[src/rtl/dispram_pkg.sv]
package dispram_pkg;
  typedef enum logic [1:0] {
    OP_SET = 2'd0,
    OP_WR  = 2'd1,
    OP_RD  = 2'd2,
    OP_NOP = 2'd3
  } op_e;
endpackage

[src/rtl/dispram_addr_unit.sv]
module dispram_addr_unit #(
  parameter int LINES = 4,
  parameter int COLS  = 20,
  localparam int LB = $clog2(LINES),
  localparam int CB = $clog2(COLS),
  localparam int AW = LB + CB
) (
  input  logic [AW-1:0] cur,
  input  logic          up,
  input  logic [AW-1:0] raw,
  output logic [AW-1:0] nxt,
  output logic [AW-1:0] fit
);
  localparam logic [LB-1:0] LAST_LINE = LB'(LINES - 1);
  localparam logic [CB-1:0] LAST_COL  = CB'(COLS - 1);

  logic [LB-1:0] line, rline;
  logic [CB-1:0] col, rcol;

  assign line  = cur[AW-1:CB];
  assign col   = cur[CB-1:0];
  assign rline = raw[AW-1:CB];
  assign rcol  = raw[CB-1:0];

  always_comb begin
    if (up) begin
      if (col == LAST_COL) begin
        if (line == LAST_LINE) nxt = '0;
        else                   nxt = {line + 1'b1, {CB{1'b0}}};
      end else begin
        nxt = cur + 1'b1;
      end
    end else begin
      if (col == '0) begin
        if (line == '0) nxt = {LAST_LINE, LAST_COL};
        else            nxt = {line - 1'b1, LAST_COL};
      end else begin
        nxt = cur - 1'b1;
      end
    end
  end

  always_comb begin
    if (rcol > LAST_COL) begin
      if (rline == LAST_LINE) fit = '0;
      else                    fit = {rline + 1'b1, {CB{1'b0}}};
    end else begin
      fit = raw;
    end
  end
endmodule

[src/rtl/dispram_store.sv]
module dispram_store #(
  parameter int LINES = 4,
  parameter int COLS  = 20,
  parameter int DW    = 8,
  localparam int LB    = $clog2(LINES),
  localparam int CB    = $clog2(COLS),
  localparam int AW    = LB + CB,
  localparam int DEPTH = LINES * COLS,
  localparam int IW    = $clog2(DEPTH)
) (
  input  logic          clk,
  input  logic          we,
  input  logic [AW-1:0] waddr,
  input  logic [DW-1:0] wdata,
  input  logic [AW-1:0] raddr,
  output logic [DW-1:0] rdata
);
  logic [DW-1:0] mem [DEPTH];

  function automatic logic [IW-1:0] to_index(input logic [AW-1:0] a);
    return IW'(a[AW-1:CB]) * IW'(COLS) + IW'(a[CB-1:0]);
  endfunction

  always_ff @(posedge clk) begin
    if (we) mem[to_index(waddr)] <= wdata;
  end

  assign rdata = mem[to_index(raddr)];
endmodule

[src/rtl/dispram_busy.sv]
module dispram_busy #(
  parameter int CYCLES = 2,
  localparam int CW = $clog2(CYCLES + 1)
) (
  input  logic clk,
  input  logic rst_n,
  input  logic start,
  output logic busy
);
  logic [CW-1:0] cnt;

  always_ff @(posedge clk) begin
    if (!rst_n)          cnt <= '0;
    else if (start)      cnt <= CW'(CYCLES);
    else if (cnt != '0)  cnt <= cnt - 1'b1;
  end

  assign busy = (cnt != '0);

  // a started operation shows busy on the next cycle
  p_start_busy_r8: assert property (@(posedge clk) disable iff (!rst_n)
    start |=> busy);
  // the count never exceeds its load value
  p_cnt_bound_r8: assert property (@(posedge clk) disable iff (!rst_n)
    cnt <= CW'(CYCLES));
endmodule

[src/rtl/dispram_ptr.sv]
module dispram_ptr
  import dispram_pkg::*;
#(
  parameter int LINES       = 4,
  parameter int COLS        = 20,
  parameter int DW          = 8,
  parameter int BUSY_CYCLES = 2,
  localparam int LB = $clog2(LINES),
  localparam int CB = $clog2(COLS),
  localparam int AW = LB + CB
) (
  input  logic          clk,
  input  logic          rst_n,
  input  logic          step_up,
  input  logic          req_valid,
  output logic          req_ready,
  input  logic [1:0]    req_op,
  input  logic [DW-1:0] req_data,
  output logic          rsp_valid,
  input  logic          rsp_ready,
  output logic [DW-1:0] rsp_data,
  output logic          busy,
  output logic [AW:0]   stat_byte
);
  localparam logic [LB-1:0] LAST_LINE = LB'(LINES - 1);
  localparam logic [CB-1:0] LAST_COL  = CB'(COLS - 1);

  logic [AW-1:0] ac, ac_nxt, ac_fit;
  logic [DW-1:0] dr, rd_byte;
  logic          pf_pend, acc, start, we;
  op_e           op;

  assign op        = op_e'(req_op);
  assign req_ready = !busy && !rsp_valid;
  assign acc       = req_valid && req_ready;
  assign start     = acc && (op != OP_NOP);
  assign we        = acc && (op == OP_WR);
  assign stat_byte = {busy, ac};

  dispram_addr_unit #(.LINES(LINES), .COLS(COLS)) u_addr (
    .cur(ac), .up(step_up), .raw(req_data[AW-1:0]), .nxt(ac_nxt), .fit(ac_fit)
  );

  dispram_store #(.LINES(LINES), .COLS(COLS), .DW(DW)) u_store (
    .clk(clk), .we(we), .waddr(ac), .wdata(req_data), .raddr(ac), .rdata(rd_byte)
  );

  dispram_busy #(.CYCLES(BUSY_CYCLES)) u_busy (
    .clk(clk), .rst_n(rst_n), .start(start), .busy(busy)
  );

  always_ff @(posedge clk) begin
    if (!rst_n) begin
      ac        <= '0;
      dr        <= '0;
      rsp_valid <= 1'b0;
      rsp_data  <= '0;
      pf_pend   <= 1'b0;
    end else begin
      pf_pend <= 1'b0;
      if (rsp_valid && rsp_ready) rsp_valid <= 1'b0;
      if (pf_pend) dr <= rd_byte;
      if (acc) begin
        case (op)
          OP_SET: begin
            ac      <= ac_fit;
            pf_pend <= 1'b1;
          end
          OP_WR: begin
            dr <= req_data;
            ac <= ac_nxt;
          end
          OP_RD: begin
            rsp_valid <= 1'b1;
            rsp_data  <= dr;
            ac        <= ac_nxt;
            pf_pend   <= 1'b1;
          end
          default: ;
        endcase
      end
    end
  end

  // no command accepted while busy
  p_ready_gate_r8: assert property (@(posedge clk) disable iff (!rst_n)
    busy |-> !req_ready);
  // code 3 leaves pointer and busy untouched
  p_nop_quiet_r8: assert property (@(posedge clk) disable iff (!rst_n)
    (acc && op == OP_NOP) |=> (!busy && $stable(ac)));
  // pointer always inside a row window
  p_window_r2: assert property (@(posedge clk) disable iff (!rst_n)
    ac[CB-1:0] <= LAST_COL);
  // forward wrap from last location
  p_wrap_up_r4: assert property (@(posedge clk) disable iff (!rst_n)
    (acc && (op == OP_WR || op == OP_RD) && step_up && ac == {LAST_LINE, LAST_COL})
      |=> ac == '0);
  // backward wrap from first location
  p_wrap_dn_r5: assert property (@(posedge clk) disable iff (!rst_n)
    (acc && (op == OP_WR || op == OP_RD) && !step_up && ac == '0)
      |=> ac == {LAST_LINE, LAST_COL});
  // held result under back-pressure
  p_rsp_hold_r10: assert property (@(posedge clk) disable iff (!rst_n)
    (rsp_valid && !rsp_ready) |=> (rsp_valid && $stable(rsp_data)));
  // a read returns the staging register as it stood
  p_rd_value_r7: assert property (@(posedge clk) disable iff (!rst_n)
    (acc && op == OP_RD) |=> rsp_data == $past(dr));
endmodule

[config.mk]
export PLATFORM = sky130hd
export DESIGN_NAME = dispram_ptr
export DESIGN_NICKNAME = d
export VERILOG_FILES = /design/src/rtl/dispram_pkg.sv /design/src/rtl/dispram_addr_unit.sv /design/src/rtl/dispram_store.sv /design/src/rtl/dispram_busy.sv /design/src/rtl/dispram_ptr.sv
export SDC_FILE = /design/constraint.sdc
export NUM_CORES = 1
export LEC_CHECK = 0
export BUFFER_PORTS_ARGS = -buffer_cell sky130_fd_sc_hd__buf_2
export CAP_MARGIN = 10
export CORE_MARGIN = 3
export CORE_UTILIZATION = 50
export DETAILED_ROUTE_END_ITERATION = 10
export GPL_TIMING_DRIVEN = 1
export PLACE_DENSITY = 0.67
export REMOVE_ABC_BUFFERS = 1
export SYNTH_ARGS = -nofsm -noshare
export SYNTH_HDL_FRONTEND = slang
export SYNTH_SLANG_ARGS = --single-unit
[constraint.sdc]
create_clock -name clk -period 2.7 [get_ports clk]
set_input_delay 0.27 -clock clk [delete_from_list [all_inputs] [get_ports clk]]
set_output_delay 0.27 -clock clk [all_outputs]
set_load 0.02 [all_outputs]
==> results.txt <==
The clock skew came out at 21.82 ps. The net switching power of the design is 5.707 mW. The number of CTS-inserted buffers is 68. The flow ran to the end, and the final reports show no timing, DRC or antenna violations. In this run the worst path has a maximum fanout of 29. The pre-antenna-repair detailed-routing pass consisted of 5 iterations. The floorplan step defined a core boundary enclosing 52970 sq um. The summed instance area of the synthesized netlist is 27030 sq um.

The number of standard cells after synthesis is 1524. The detailed router's first-iteration violation count is 1507. The share of final-layout standard cells stronger than drive strength 1 is 24.88%. The initial antenna violation count came to 1. In this run the power density over the cells is 749.4 nW/um^2.

The number of distinct library cell variants in the gate-level netlist after synthesis is 59. The clock edge transition at the registers on the reported setup and hold paths is 60 ps. The via count of the first global-routing pass is 15175.

The post-detailed-route count of antenna-violating nets came out at 0. The worst setup path is captured at a register. The clock network power share is 38.7%. The slowest stage of the critical path belongs to the cell o41ai_4.

The final layout net count is 1782. The share of total power consumed by net switching is 24.11%. The CTS H-tree depth is 3. The I/O pin count came out at 34.

For this run, the leading register cell type out of synthesis is edfxtp_1. The signal arrival time at the worst endpoint is 3210 ps. The final-report max-slew violation count came out at 0. Among cell families on the critical path, the largest total delay comes from compound AO/OA/AOI/OAI gates. Counting flops with an async set or reset pin after synthesis yields a share of 0%. At the end of routability-driven placement, the weighted congestion stood at 0.9041. The worst setup path is launched from a register. The worst supply voltage drop on vdd is 450.0 uV.

The clock reaches the later pin of the worst-skew pair after 590 ps. The area growth from synthesis to layout is 16.89%. For the pin with the worst max-slew slack, the measured transition is 1073 ps. The number of I/O port buffers came out at 33. The proportion of power drawn by flip-flops and latches came out at 48.3%. The total congestion overflow is 0.

Clock tree synthesis found a total of 667 sinks. The synthesized flop and latch total came out at 667. Together, buffers and inverters on the worst path number 4. Setup repair after global routing left no endpoint under its margin. The final critical delay including setup and external delays came out at 2684 ps. The number of remaining DRC errors is 0.

The startpoint identified for the worst register-to-register timing path is ac[5]. The post-detailed-routing wire length is 66830 um. The number of failing hold endpoints at the final stage came out at 0. The part of the cycle the worst path needs is 99.40%. In this run, synthesis inferred 640 flip-flops with an integrated enable. In this run the worst hold path is classified as in2reg. In this run the clock root is driven by a clkbuf_16.

The via count is 15084. The worst hold path startpoint is rst_n. Tracing the worst setup path back leads to its startpoint at ac[5]. The effective utilization at floorplan is 51.02%. The most common cell after layout, fill and taps aside is edfxtp_1. The overall die width came out at 238.5 um. The pin count of the biggest net entering global routing is 84. From bottom edge to top edge, the die measures 238.5 um.

The cell row count is 84. The max capacitance violation total came out at 0. Of the synthesized area, sequential elements account for 73.11%.

The critical path is of the reg2reg type. For this run, the top clock speed supported by timing is 0.3726 GHz. The wire length per cell came out at 26.80 um. The logic gate share of total power is 13.1%. For the worst setup path, the data required time is 3230 ps. The via density per instance is 6.048.

The number of warnings issued by yosys is 0. The highest cell delay on the worst timing path came out at 480 ps. The final count of negative-setup-slack endpoints came out at 0. The global-route total usage across every layer is 23.73%.

The die outline area came out at 56880 sq um. The first global-routing pass estimated 98990 um of wire. The signal on the critical path passes through ha_4 > buf_12 > buf_4 > buf_12 > mux2i_1 > a22oi_1 > buf_4 > a21oi_1 > o41ai_4 > o211ai_1 > a21oi_1. The total half-perimeter wirelength after legalization and detailed placement is 42210 um.

The number of buffers between clock root and the deepest sink is 3. The worst-case headroom to the max-slew limit is 28.45%. The total internal power came out at 17.97 mW.

The leakage dissipation came out at 10.51 nW. Summing internal, switching and leakage power gives 23.67 mW. On the final layout, the worst hold slack is 79.66 ps. TritonCTS built the clock tree. The top cell types in the final layout, fill and taps aside, are 640 x edfxtp_1, 187 x buf_4, 185 x mux2i_1. In this run the mean area of a mapped cell was 17.73 sq um.
layer usage:
metal	GRT usage [%]	vias to the layer above	wire, um
met2	37.30	612	31690
met4	8.265	0	1956
met5	0	-	0
met3	5.491	118	5084
li1	-	6608	-
met1	33.05	7746	28100
power by group through the flow:
stage	sequential (mW)	clock [mW]	combinational [mW]
2_1_floorplan	11.7	0	1.88
6_report	11.4	9.16	3.09
5_1_grt	11.4	9.73	3.25
3_3_place_gp	11.6	0	2.86
3_5_place_dp	11.6	0	2.89
4_1_cts	11.4	9.29	2.96
final timing paths:
kind / to / slack, ps / depth (start not counted)
worst max register to register: dr[1] / 20 / 11
worst min register to register: rsp_data[0] / 460 / 2
worst min-delay path: pf_pend / 80 / 3
worst max-delay path: dr[1] / 20 / 11
worst reg2reg max path, delay by kind of cell, from the launching register on:
family	cells	cell delay (ps)
compound gates	5	1200
buf+inv	4	620
flops	1	350
fa+ha+maj	1	310
mux	1	150
state kept, by name, summed over array words and instances, names as in the netlist:
| name | count |
|---|---|
| ac | 7 |
| rsp_valid | 1 |
| u_busy.cnt | 2 |
| dr | 8 |
| rsp_data | 8 |
| u_store.mem | 640 |
| pf_pend | 1 |
area by class of cell:
class | instances | area, sq um
Fill cell | 3860 | 21380
Sequential cell | 667 | 19770
Multi-Input combinational cell | 758 | 6715
Timing Repair Buffer | 246 | 2036
Clock buffer | 86 | 1843
Tap cell | 688 | 860.8
Clock inverter | 38 | 331.6
Inverter | 10 | 37.54
Antenna cell | 1 | 2.502
Yosys cell counts, types with 9 or more instances:
library cell	instances	area, sq um
mux4_2	72	1622
buf_2	19	95.09
edfxtp_1	640	19220
a21oi_1	59	295.3
ha_1	15	187.7
buf_6	12	135.1
nor2_1	108	405.4
a211oi_1	13	97.59
inv_1	9	33.78
a22oi_1	73	548.0
mux2i_1	185	1852
buf_4	13	97.59
a211o_1	10	87.58
o22ai_1	17	106.4
a221oi_1	18	157.7
and2_1	13	81.33
o211ai_1	33	247.7
nand3_1	13	65.06
nand2_1	44	165.2
dfxtp_1	27	540.5
clkbuf_1	27	101.4
o21ai_0	11	55.05
logic make-up (layout without fill, tap and decap cells):
kind of cell	after synthesis	after routing	share of synthesized area (%)
AOI/OAI and AO/OA	256	256	6.666
adders and majority gates	16	16	0.7685
and+or+nand+nor	221	221	3.745
xor gates and xnor gates	7	7	0.2546
muxes	258	258	12.89
other	0	1	0
DFF	667	667	73.11
buffers and inverters	99	380	2.565
stage by stage:
step	instance area (sq um)	setup slack, ps	TNS [ps]	util [%]	std cells
after floorplan	26370	-6187	-3607480	-	1435
after global placement	29130	-200.3	-502.6	55.00	2354
after detailed placement	29130	-168.9	-2588	55.00	2354
after CTS	31410	-29.87	-29.87	59.30	2485
after global routing	31590	10.62	0	59.63	2493
final	31590	16.32	0	59.64	2494
what timing repair did:
item                       in CTS  in global routing
hold endpoints to repair        2                  0
hold buffers                    2                  0
pin swaps                       3                  5
gates cloned                    0                  0
buffers inserted                5                  8
gates resized for setup        10                 24
setup endpoints to repair     129                468
No activity file was read; power rests on OpenSTA's default activity.
